File: config.mk
export PLATFORM = sky130hd
export DESIGN_NAME = acq_ring_capture
export DESIGN_NICKNAME = d
export VERILOG_FILES = /design/src/rtl/acq_pkg.sv /design/src/rtl/acq_word_pack.sv /design/src/rtl/acq_wr_ptr.sv /design/src/rtl/acq_post_ctr.sv /design/src/rtl/acq_ring_capture.sv
export SDC_FILE = /design/constraint.sdc
export NUM_CORES = 1
export LEC_CHECK = 0
export ABC_AREA = 1
export BUFFER_PORTS_ARGS = -buffer_cell sky130_fd_sc_hd__clkbuf_2
export CORE_MARGIN = 4
export CORE_UTILIZATION = 53
export DETAILED_ROUTE_END_ITERATION = 16
export GPL_TIMING_DRIVEN = 1
export PLACE_DENSITY_LB_ADDON = 0.12
export SETUP_SLACK_MARGIN = 0.02
export SYNTH_ARGS = -nofsm -noshare
export SYNTH_HDL_FRONTEND = slang
export SYNTH_SLANG_ARGS = --single-unit
File: constraint.sdc
create_clock -name clk -period 4 [get_ports clk]
set_clock_uncertainty 0.2 [all_clocks]
set_input_delay 0.4 -clock clk [delete_from_list [all_inputs] [get_ports clk]]
set_output_delay 0.4 -clock clk [all_outputs]
set_load 0.01 [all_outputs]
File: src/rtl/acq_pkg.sv
package acq_pkg;
   typedef enum logic [1:0] {
      ST_IDLE = 2'd0,
      ST_PRE  = 2'd1,
      ST_POST = 2'd2,
      ST_DONE = 2'd3
   } acq_state_t;
endpackage

File: src/rtl/acq_word_pack.sv
module acq_word_pack #(
   parameter int NUM_CH = 2,
   parameter int CH_W   = 10,
   parameter int DIG_W  = 16,
   parameter int WORD_W = 36
) (
   input  logic [NUM_CH*CH_W-1:0] ana_i,
   input  logic [DIG_W-1:0]       dig_i,
   output logic [WORD_W-1:0]      word_o
);
   localparam int ANA_W = NUM_CH * CH_W;
   localparam int USED  = ANA_W + DIG_W;
   localparam int PAD   = WORD_W - USED;

   if (NUM_CH < 1 || CH_W < 1 || DIG_W < 1) begin : g_bad_field
      $error("acq_word_pack: every field needs a width of at least one");
   end
   if (USED > WORD_W) begin : g_bad_fit
      $error("acq_word_pack: channels and digital bits exceed the word");
   end

   // channel k sits at [k*CH_W +: CH_W]
   for (genvar k = 0; k < NUM_CH; k++) begin : g_ch
      assign word_o[k*CH_W +: CH_W] = ana_i[k*CH_W +: CH_W];
   end
   assign word_o[ANA_W +: DIG_W] = dig_i;

   if (PAD > 0) begin : g_pad
      assign word_o[WORD_W-1:USED] = '0;
   end
endmodule

File: src/rtl/acq_wr_ptr.sv
module acq_wr_ptr #(
   parameter int DEPTH  = 524288,
   parameter int ADDR_W = $clog2(DEPTH)
) (
   input  logic              clk,
   input  logic              rst,
   input  logic              adv_i,
   output logic [ADDR_W-1:0] ptr_o
);
   localparam logic [ADDR_W-1:0] TOP = ADDR_W'(DEPTH - 1);
   localparam bit POW2 = (DEPTH == (1 << ADDR_W));

   if (DEPTH < 2) begin : g_bad_depth
      $error("acq_wr_ptr: DEPTH must be at least 2");
   end

   logic [ADDR_W-1:0] ptr_q;

   if (POW2) begin : g_pow2
      // wrap comes free from the adder width
      always_ff @(posedge clk) begin
         if (rst)        ptr_q <= '0;
         else if (adv_i) ptr_q <= ptr_q + 1'b1;
      end
   end else begin : g_mod
      always_ff @(posedge clk) begin
         if (rst)          ptr_q <= '0;
         else if (adv_i)   ptr_q <= (ptr_q == TOP) ? '0 : ptr_q + 1'b1;
      end
   end

   assign ptr_o = ptr_q;

   p_hold_r2: assert property (@(posedge clk) disable iff (rst)
      !adv_i |=> $stable(ptr_o));
   p_wrap_r3: assert property (@(posedge clk) disable iff (rst)
      (adv_i && ptr_o == TOP) |=> ptr_o == '0);
   p_range_r3: assert property (@(posedge clk) disable iff (rst)
      ptr_o <= TOP);
endmodule

File: src/rtl/acq_post_ctr.sv
module acq_post_ctr #(
   parameter int CNT_W = 19
) (
   input  logic             clk,
   input  logic             rst,
   input  logic             load_i,
   input  logic [CNT_W-1:0] load_val_i,
   input  logic             dec_i,
   output logic             last_o
);
   logic [CNT_W-1:0] cnt_q;

   always_ff @(posedge clk) begin
      if (rst)         cnt_q <= '0;
      else if (load_i) cnt_q <= load_val_i;
      else if (dec_i)  cnt_q <= cnt_q - 1'b1;
   end

   assign last_o = (cnt_q == CNT_W'(1));

   p_no_underflow_r5: assert property (@(posedge clk) disable iff (rst)
      dec_i |-> cnt_q != '0);
   p_load_r5: assert property (@(posedge clk) disable iff (rst)
      load_i |=> cnt_q == $past(load_val_i));
endmodule

File: src/rtl/acq_ring_capture.sv
module acq_ring_capture
   import acq_pkg::*;
#(
   parameter int DEPTH  = 524288,
   parameter int WORD_W = 36,
   parameter int NUM_CH = 2,
   parameter int CH_W   = 10,
   parameter int DIG_W  = 16,
   parameter int ADDR_W = $clog2(DEPTH),
   parameter int CNT_W  = ADDR_W
) (
   input  logic                   clk,
   input  logic                   rst,
   input  logic                   arm_i,
   input  logic [CNT_W-1:0]       post_cnt_i,
   input  logic                   smp_valid_i,
   input  logic [NUM_CH*CH_W-1:0] smp_ana_i,
   input  logic [DIG_W-1:0]       smp_dig_i,
   input  logic                   trig_i,
   output logic [ADDR_W-1:0]      mem_addr_o,
   output logic [WORD_W-1:0]      mem_data_o,
   output logic                   mem_we_o,
   output logic                   armed_o,
   output logic                   triggered_o,
   output logic                   done_o,
   output logic [ADDR_W-1:0]      stop_addr_o
);
   if (ADDR_W < $clog2(DEPTH)) begin : g_bad_addr
      $error("acq_ring_capture: ADDR_W too narrow for DEPTH");
   end
   if (CNT_W < 1) begin : g_bad_cnt
      $error("acq_ring_capture: CNT_W must be positive");
   end

   acq_state_t        st_q, st_d;
   logic [ADDR_W-1:0] ptr;
   logic [ADDR_W-1:0] stop_q;
   logic              armed, wr, trig_take, zero_post, last, finish;

   assign armed     = (st_q == ST_PRE) || (st_q == ST_POST);
   assign wr        = armed && smp_valid_i;
   assign trig_take = (st_q == ST_PRE) && smp_valid_i && trig_i;
   assign zero_post = (post_cnt_i == '0);
   assign finish    = (trig_take && zero_post) ||
                      ((st_q == ST_POST) && wr && last);

   acq_word_pack #(
      .NUM_CH (NUM_CH),
      .CH_W   (CH_W),
      .DIG_W  (DIG_W),
      .WORD_W (WORD_W)
   ) u_pack (
      .ana_i  (smp_ana_i),
      .dig_i  (smp_dig_i),
      .word_o (mem_data_o)
   );

   acq_wr_ptr #(
      .DEPTH  (DEPTH),
      .ADDR_W (ADDR_W)
   ) u_ptr (
      .clk   (clk),
      .rst   (rst),
      .adv_i (wr),
      .ptr_o (ptr)
   );

   acq_post_ctr #(
      .CNT_W (CNT_W)
   ) u_ctr (
      .clk        (clk),
      .rst        (rst),
      .load_i     (trig_take),
      .load_val_i (post_cnt_i),
      .dec_i      ((st_q == ST_POST) && wr),
      .last_o     (last)
   );

   always_comb begin
      st_d = st_q;
      unique case (st_q)
         ST_IDLE, ST_DONE: if (arm_i) st_d = ST_PRE;
         ST_PRE:  if (trig_take) st_d = zero_post ? ST_DONE : ST_POST;
         ST_POST: if (finish)    st_d = ST_DONE;
         default: st_d = ST_IDLE;
      endcase
   end

   always_ff @(posedge clk) begin
      if (rst) begin
         st_q   <= ST_IDLE;
         stop_q <= '0;
      end else begin
         st_q <= st_d;
         if (finish) stop_q <= ptr;
      end
   end

   assign mem_addr_o  = ptr;
   assign mem_we_o    = wr;
   assign armed_o     = armed;
   assign triggered_o = (st_q == ST_POST) || (st_q == ST_DONE);
   assign done_o      = (st_q == ST_DONE);
   assign stop_addr_o = stop_q;

   p_no_we_idle_r8: assert property (@(posedge clk) disable iff (rst)
      !armed_o |-> !mem_we_o);
   p_trig_gate_r4: assert property (@(posedge clk) disable iff (rst)
      $rose(triggered_o) |-> $past(armed_o && !triggered_o && trig_i && smp_valid_i));
   p_done_after_we_r6: assert property (@(posedge clk) disable iff (rst)
      $rose(done_o) |-> $past(mem_we_o));
   p_stop_addr_r6: assert property (@(posedge clk) disable iff (rst)
      $rose(done_o) |-> stop_addr_o == $past(mem_addr_o));
   p_arm_r10: assert property (@(posedge clk) disable iff (rst)
      (arm_i && !armed_o) |=> armed_o && !triggered_o && !done_o);
   p_armed_stays_r10: assert property (@(posedge clk) disable iff (rst)
      (armed_o && !mem_we_o) |=> armed_o);
endmodule

Word-level counts from Yosys, hierarchy flattened
Index checks and enable logic that the tools add are counted.

Bits in registers: 59. Bits of input ports: 60. Output and inout port bits: 78. Logic and storage cells: 34.

$add $sub $neg: 2. Eq/ne operators: 7. Muxes and demuxes: 7. Reductions and logical operators: 14.

Operator list (count): $mux W19 (2); $add A19 B1 Y19 const B (1); $eq A19 B1 Y1 const B (1); $logic_not A19 Y1 (1); $sub A19 B1 Y19 const B (1); $logic_and A1 B1 Y1 (6); $mux W2 (3); $ne A2 B2 Y1 const B (3); $pmux W2 S3 (1); $eq A2 B2 Y1 const B (2); $logic_or A1 B1 Y1 (3); $reduce_and A3 Y1 (1); $eq A2 B1 Y1 const B (1); $logic_not A2 Y1 (1); $reduce_bool A2 Y1 (1); $reduce_or A2 Y1 (1); $mux W1 (1).

Longest topological paths before layout
Depth in word-level cells: 8. Depth in mapped cells: 13. Depth with buffers taken out: 12.

Modules after synthesis
A second synthesis with hierarchy kept.

Cells, all modules: 525. Area total of the unflattened synthesis: 3671.0 µm².

By module, submodules not included: acq_post_ctr (instances 1, cells each 209, area an instance 1406.3 µm²); acq_wr_ptr (instances 1, cells each 148, area an instance 1031.0 µm²); acq_ring_capture (instances 1, cells each 132, area an instance 963.4 µm²); acq_word_pack (instances 1, cells each 36, area an instance 270.3 µm²).

Worst setup path before layout
OpenSTA, ideal clock, no wires.

Path type: register to register. Start: register st_q[0]. End: register u_ptr.ptr_q[17] (netlist: u_ptr.ptr_o[17]). Library setup time: 0.121 ns. Data arrival time: 1.595 ns. Data required time: 3.679 ns. Path slack: 2.084 ns. Stages on the path, launching flop included: 12. Buffers on the path: 1. Cell sequence: dfxtp_1 inv_1 ha_1 inv_2 nand2_2 buf_6 clkinv_2 nand4_1 nor3b_2 nand2_1 o21ai_1 a21oi_1.

Cells in the longest elaborated chain, start to end: 3. Elaborated cells on any way between the ends: 4. Those cells by class: eq/ne (2); reduce/logical (2).

RTL lines: start, declared (RTL line acq_ring_capture.sv:35) `acq_state_t st_q, st_d;`; start signal, assigned (RTL line acq_ring_capture.sv:94) `st_q <= st_d;`; $eq A2 B1 Y1 / $eq A2 B2 Y1 (equally long branches) (RTL line acq_ring_capture.sv:40) `assign armed = (st_q == ST_PRE) || (st_q == ST_POST);`; $logic_or A1 B1 Y1 * (RTL line acq_ring_capture.sv:40); net armed_o (RTL line acq_ring_capture.sv:23) `output logic armed_o,`; $logic_and A1 B1 Y1 * (RTL line acq_ring_capture.sv:41) `assign wr = armed && smp_valid_i;`; net mem_we_o (RTL line acq_ring_capture.sv:22) `output logic mem_we_o,`; end signal, assigned (RTL line acq_wr_ptr.sv:23) `else if (adv_i) ptr_q <= ptr_q + 1'b1;`; end, declared (RTL line acq_wr_ptr.sv:17) `logic [ADDR_W-1:0] ptr_q;`.

Mark *: on every way through the listed nets, which the timed path passes. The rest lies on a longest branch. A chain may end at the register's enable or synchronous reset.

Final worst setup path
Start: register st_q[1]. End: register stop_q[12] (netlist: stop_addr_o[12]).

Cells in the longest elaborated chain, start to end: 6. Elaborated cells on any way between the ends: 10. Those cells by class: eq/ne (2); reduce/logical (8).

RTL lines: $eq A2 B1 Y1 / $eq A2 B2 Y1 (equally long branches) (RTL line acq_ring_capture.sv:40, acq_ring_capture.sv:42, acq_ring_capture.sv:45); $logic_or A1 B1 Y1 (RTL line acq_ring_capture.sv:40); $logic_and A1 B1 Y1 (RTL line acq_ring_capture.sv:41); $logic_and A1 B1 Y1 (2 in a row) (RTL line acq_ring_capture.sv:45) `((st_q == ST_POST) && wr && last);`; $logic_or A1 B1 Y1 * (RTL line acq_ring_capture.sv:44) `assign finish = (trig_take && zero_post) ||`; end signal, assigned (RTL line acq_ring_capture.sv:95) `if (finish) stop_q <= ptr;`; end, declared (RTL line acq_ring_capture.sv:37) `logic [ADDR_W-1:0] stop_q;`.

Mark *: on every way between the ends. The rest lies on a longest branch, timed or not.

==> out/qor_table.md <==
| Step | Item | Value |
|:---|:---|:---|
| clock tree | Source-to-sink clock delay at the later pin of the worst-skew pair | 0.34 ns |
| placement | Placer's final routability congestion estimate | 0.898 |
| routing | Post-Route WL | 8240 um |
| pwr | Standby leakage power | 1.65 nW |
| clock tree | Count of hold buffers inserted by post-cts repair | 0 |
| yosys | Commonest register cell after synthesis | sky130_fd_sc_hd__dfxtp_1 |
| sta | Final hold violations | 0 |
| yosys | Portion of the post-synthesis area used by sequential elements | 33.9% |
| yosys | Parity-gate share of the synthesized area counting xor and xnor cells | 2.76% |
| critical path | Required time at the worst-slack endpoint | 4.02 ns |
| routing | Post-route DRC violation count | 0 |
| die | Die outline width | 89.1 um |
| routing | WL/cell | 13.9 um |
| placement | Post-placement cell count | 579 |
| min path | Start point of the worst hold path | post_cnt_i[5] |
| critical path | Cell type of the slowest stage on the worst timing path | sky130_fd_sc_hd__nand2_2 |
| routing | Drt pass-1 iters | 4 |
| yosys | Biggest area contributors in the synthesized netlist | sky130_fd_sc_hd__dfxtp_1 (34%), sky130_fd_sc_hd__nand2_1 (10%), sky130_fd_sc_hd__buf_4 (8.2%) |
| clock tree | CTS root buffer | sky130_fd_sc_hd__clkbuf_8 |
| clock tree | CTS buffer count | 9 |
| status | Outcome | complete, no violations |
| critical path | Worst-path maximum fanout | 20 |
| min path | Hold Path Class | input pin to flip-flop |
| global route | Number of global-route vias before repair | 2861 |
| critical path | R2R Setup Slk | 1.74 ns |
| placement | PortBufs | 65 |
| die | Initial cell density of the core | 54.6% |
| sta | Period utilisation layout | 56.5% |
| sta | Normalized max-slew margin | 36.9% |
| finish | Number of diodes added for antenna fixing | 0 |
| critical path | Worst EP arrival | 2.28 ns |
| die | Row count | 29 |
| finish | Filler Cell Count | 643 |
| pwr | Portion of total power attributed to the clock network | 28.2% |
| finish | Share of post-route cells with drive strength above 1 | 26.1% |
| die | Io pins | 138 |
| yosys | Gate count after technology mapping | 485 |
| global route | Fraction of met3 tracks used by global routing | 5.35% |
| pwr | Total power per unit cell area | 570 mW/mm^2 |
| finish | Layout net count | 579 |
| min path | Worst min-delay path endpoint | u_ctr.cnt_q[5] |
| critical path | Delay of the slowest critical-path stage | 0.40 ns |
| die | Placeable core region | 0.00639 mm^2 |
| die | Die Outline Area | 0.00794 mm^2 |
| yosys | Async S/R FF share, synth | 0% |
| critical path | Reg2reg start | st_q[1] |
| routing | Number of nets still failing antenna checks after routing | 0 |
| global route | Pin count of the biggest net entering global routing | 38 |
| global route | Total overflow reported by the global router | 0 |
| global route | Met2 usage in global routing | 34.6% |
| yosys | Library cell occupying the most area in the post-synthesis netlist | sky130_fd_sc_hd__dfxtp_1 |
| yosys | Syn_area_per_cell | 7.19 um^2 |
| yosys | EDFF count, synth | 0 |
| pwr | Relative contribution of combinational cells to total power | 38.8% |
| yosys | Complex-gate fraction of the synthesized area | 15.5% |
| sta | Total negative slack for setup checks | 0 ns |
| clock tree | Longest Clk Path Bufs | 2 |
| yosys | Number of unique standard cell types used by synthesis | 39 |
| yosys | Top-area cell type share of the netlist area | 33.9% |
| finish | Area added between synthesis and finish | 8.25% |
| die | Chip height | 89.1 um |
| yosys | Basic-gate share of the synthesized area counting and, or, nand and nor cells | 30.1% |
| routing | Via-per-instance ratio | 5.24 |
| critical path | Crit Reg-Reg Endpoint | stop_addr_o[12] |
| yosys | FF+latch count, synth | 59 |
| pwr | Sw frac | 38.3% |
| sta | Final min period | 2.26 ns |
| sta | Final-report max-slew violation count | 0 |
| critical path | Worst reg2reg path depth | 9 |
| critical path | Bufs and invs on worst path | 3 |
| global route | Global-route wire length before repair | 13300 um |
| placement | Half-perimeter wire length after detailed placement | 6180 um |
| yosys | Nets in the synthesized netlist | 551 |
| pwr | Internal cell power | 0.00133 W |
| clock tree | Number of clock sinks | 59 |
| critical path | CP Cell Sequence | inv_1, ha_1, nand3_2, inv_2, nand3_2, nand2_2, inv_2, nor2_1, nor2_1 |
| pwr | Maximum vdd drop | 0.385 mV |
| critical path | Logic depth of the worst path, buffers included | 9 |
| yosys | Yosys warns | 0 |
| sta | Finish-stage setup viols | 0 |
| clock tree | Clock-pin transition on the worst setup and hold timing paths | 0.07 ns |
| critical path | Critical path startpoint category | flip-flop |
| global route | Antenna violations before repair | 0 |
| critical path | CP Class | flip-flop to flip-flop |
| global route | Layer with the highest usage | met2 |
| min path | Worst Hold Depth | 3 |
| run | MaxCap Viol Count | 0 |
| global route | Grt met1 use | 28.8% |
| yosys | Synth Cell Area | 0.00349 mm^2 |
| routing | First-iteration detailed-routing DRC count | 149 |
| global route | Global-route usage over all layers | 21.7% |
| pwr | Fraction of power consumed by sequential logic | 33.0% |
| yosys | Post-Synth Adder-Cell Area | 2.15% |
| routing | Routed vias | 3119 |
| sta | Worst Max-Slew Pin Slew | 0.941 ns |
| pwr | Reported net switching power | 0.000824 W |
| pwr | Overall power consumption | 0.00215 W |
| yosys | Fraction of synthesized area in multiplexers | 0% |
| finish | Non-filler cells, final | 595 |
| critical path | Critical Path End Type | flip-flop |
| sta | Setup repair after global routing missed its margin | false |
| clock tree | Number of gates resized after CTS | 0 |
| clock tree | TritonCTS clock tree | done |
| sta | Fmax | 442 MHz |
| yosys | Dominant combinational cell family by area after synthesis | simple AND/OR/NAND/NOR gates |
| critical path | Cell class contributing the biggest share of worst-path delay | simple AND/OR/NAND/NOR gates |
| clock tree | CTS H-Tree Depth | 3 |
| clock tree | Post-CTS setup buffers | 0 |
[worst reg2reg max path, stage by stage, from the launching register on]
cell and delay (ns):
sky130_fd_sc_hd__dfxtp_1 0.35, sky130_fd_sc_hd__inv_1 0.07, sky130_fd_sc_hd__ha_1 0.21, sky130_fd_sc_hd__nand3_2 0.19
sky130_fd_sc_hd__inv_2 0.31, sky130_fd_sc_hd__nand3_2 0.18, sky130_fd_sc_hd__nand2_2 0.40, sky130_fd_sc_hd__inv_2 0.10
sky130_fd_sc_hd__nor2_1 0.10, sky130_fd_sc_hd__nor2_1 0.04
[worst max path at each step]
| stage | from | end |
|---|---|---|
| after floorplan | st_q[0] | u_ptr.ptr_o[17] |
| after CTS | st_q[1] | stop_addr_o[12] |
| after global routing | st_q[1] | stop_addr_o[4] |
| after global placement | rst | stop_addr_o[18] |
| final | st_q[1] | stop_addr_o[12] |
| after detailed placement | rst | stop_addr_o[17] |
[power groups by stage]
stage | Sequential, W | Clock [W] | Combinational [W]
6_report | 0.000711 | 0.000607 | 0.000834
4_1_cts | 0.000710 | 0.000619 | 0.000828
3_3_place_gp | 0.000722 | 0 | 0.000815
2_1_floorplan | 0.000714 | 0 | 0.000698
3_5_place_dp | 0.000723 | 0 | 0.000819
5_1_grt | 0.000720 | 0.000643 | 0.000943
[cell families (layout without fill, tap and decap cells)]
kind of cell,Yosys count,in the layout
flops,59,59
buf+inv,99,132
compound gates,96,96
simple gates,214,214
fa+ha+maj,6,6
xor+xnor,11,11
[metal layers]
metal	part of all wire (%)	vias to the layer above	wire (um)
met5	0	-	0
met4	1.5	0	126
met3	6.0	13	498
met2	46	88	3810
met1	46	1411	3810
li1	-	1607	-
[area by class of cell]
class                           instances  area [um^2]  area share, %
Clock buffer                           12          145           3.84
Tap cell                               77         96.3           2.55
Sequential cell                        59         1180           31.3
Inverter                               51          193           5.10
Clock inverter                          4         73.8           1.95
Multi-Input combinational cell        327         1760           46.7
Timing Repair Buffer                   65          325           8.61
[metrics by stage]
step / setup slack [ns] / utilization, % / hold slack (ns) / instance area [um^2]
6_report: 1.74 / 59.1 / 0.136 / 3780
5_1_grt: 1.48 / 59.1 / 0.141 / 3780
4_1_cts: 1.73 / 59.1 / 0.123 / 3780
3_5_place_dp: 1.47 / 55.7 / 0.311 / 3560
3_3_place_gp: 1.55 / 55.7 / 0.290 / 3560
2_1_floorplan: 2.08 / - / 0.273 / 3490
[sequential cells by signal (all words and copies together), names as in the netlist]
name / count
stop_addr_o: 19
u_ctr.cnt_q: 19
st_q: 2
u_ptr.ptr_o: 19
[layout by cell type (no fill, tap or decap), drive strengths merged, types with 12 or more instances in the layout]
master,n
dfxtp,59
inv,49
nor3,13
nand3,27
clkbuf,77
a31oi,12
nand2,105
a21oi,39
nor2,59
o21ai,41
[Yosys cell counts (10+ instances only)]
library cell              number
sky130_fd_sc_hd__nand2_1      95
sky130_fd_sc_hd__dfxtp_1      59
sky130_fd_sc_hd__nor2_1       42
sky130_fd_sc_hd__inv_1        41
sky130_fd_sc_hd__buf_4        38
sky130_fd_sc_hd__a21oi_1      31
sky130_fd_sc_hd__o21ai_0      25
sky130_fd_sc_hd__nand3_1      23
sky130_fd_sc_hd__o21ai_1      15
sky130_fd_sc_hd__a31oi_1      12
sky130_fd_sc_hd__nor2_2       11
sky130_fd_sc_hd__nor3_1       10
Note: power is estimated with default switching activity, not from simulation.
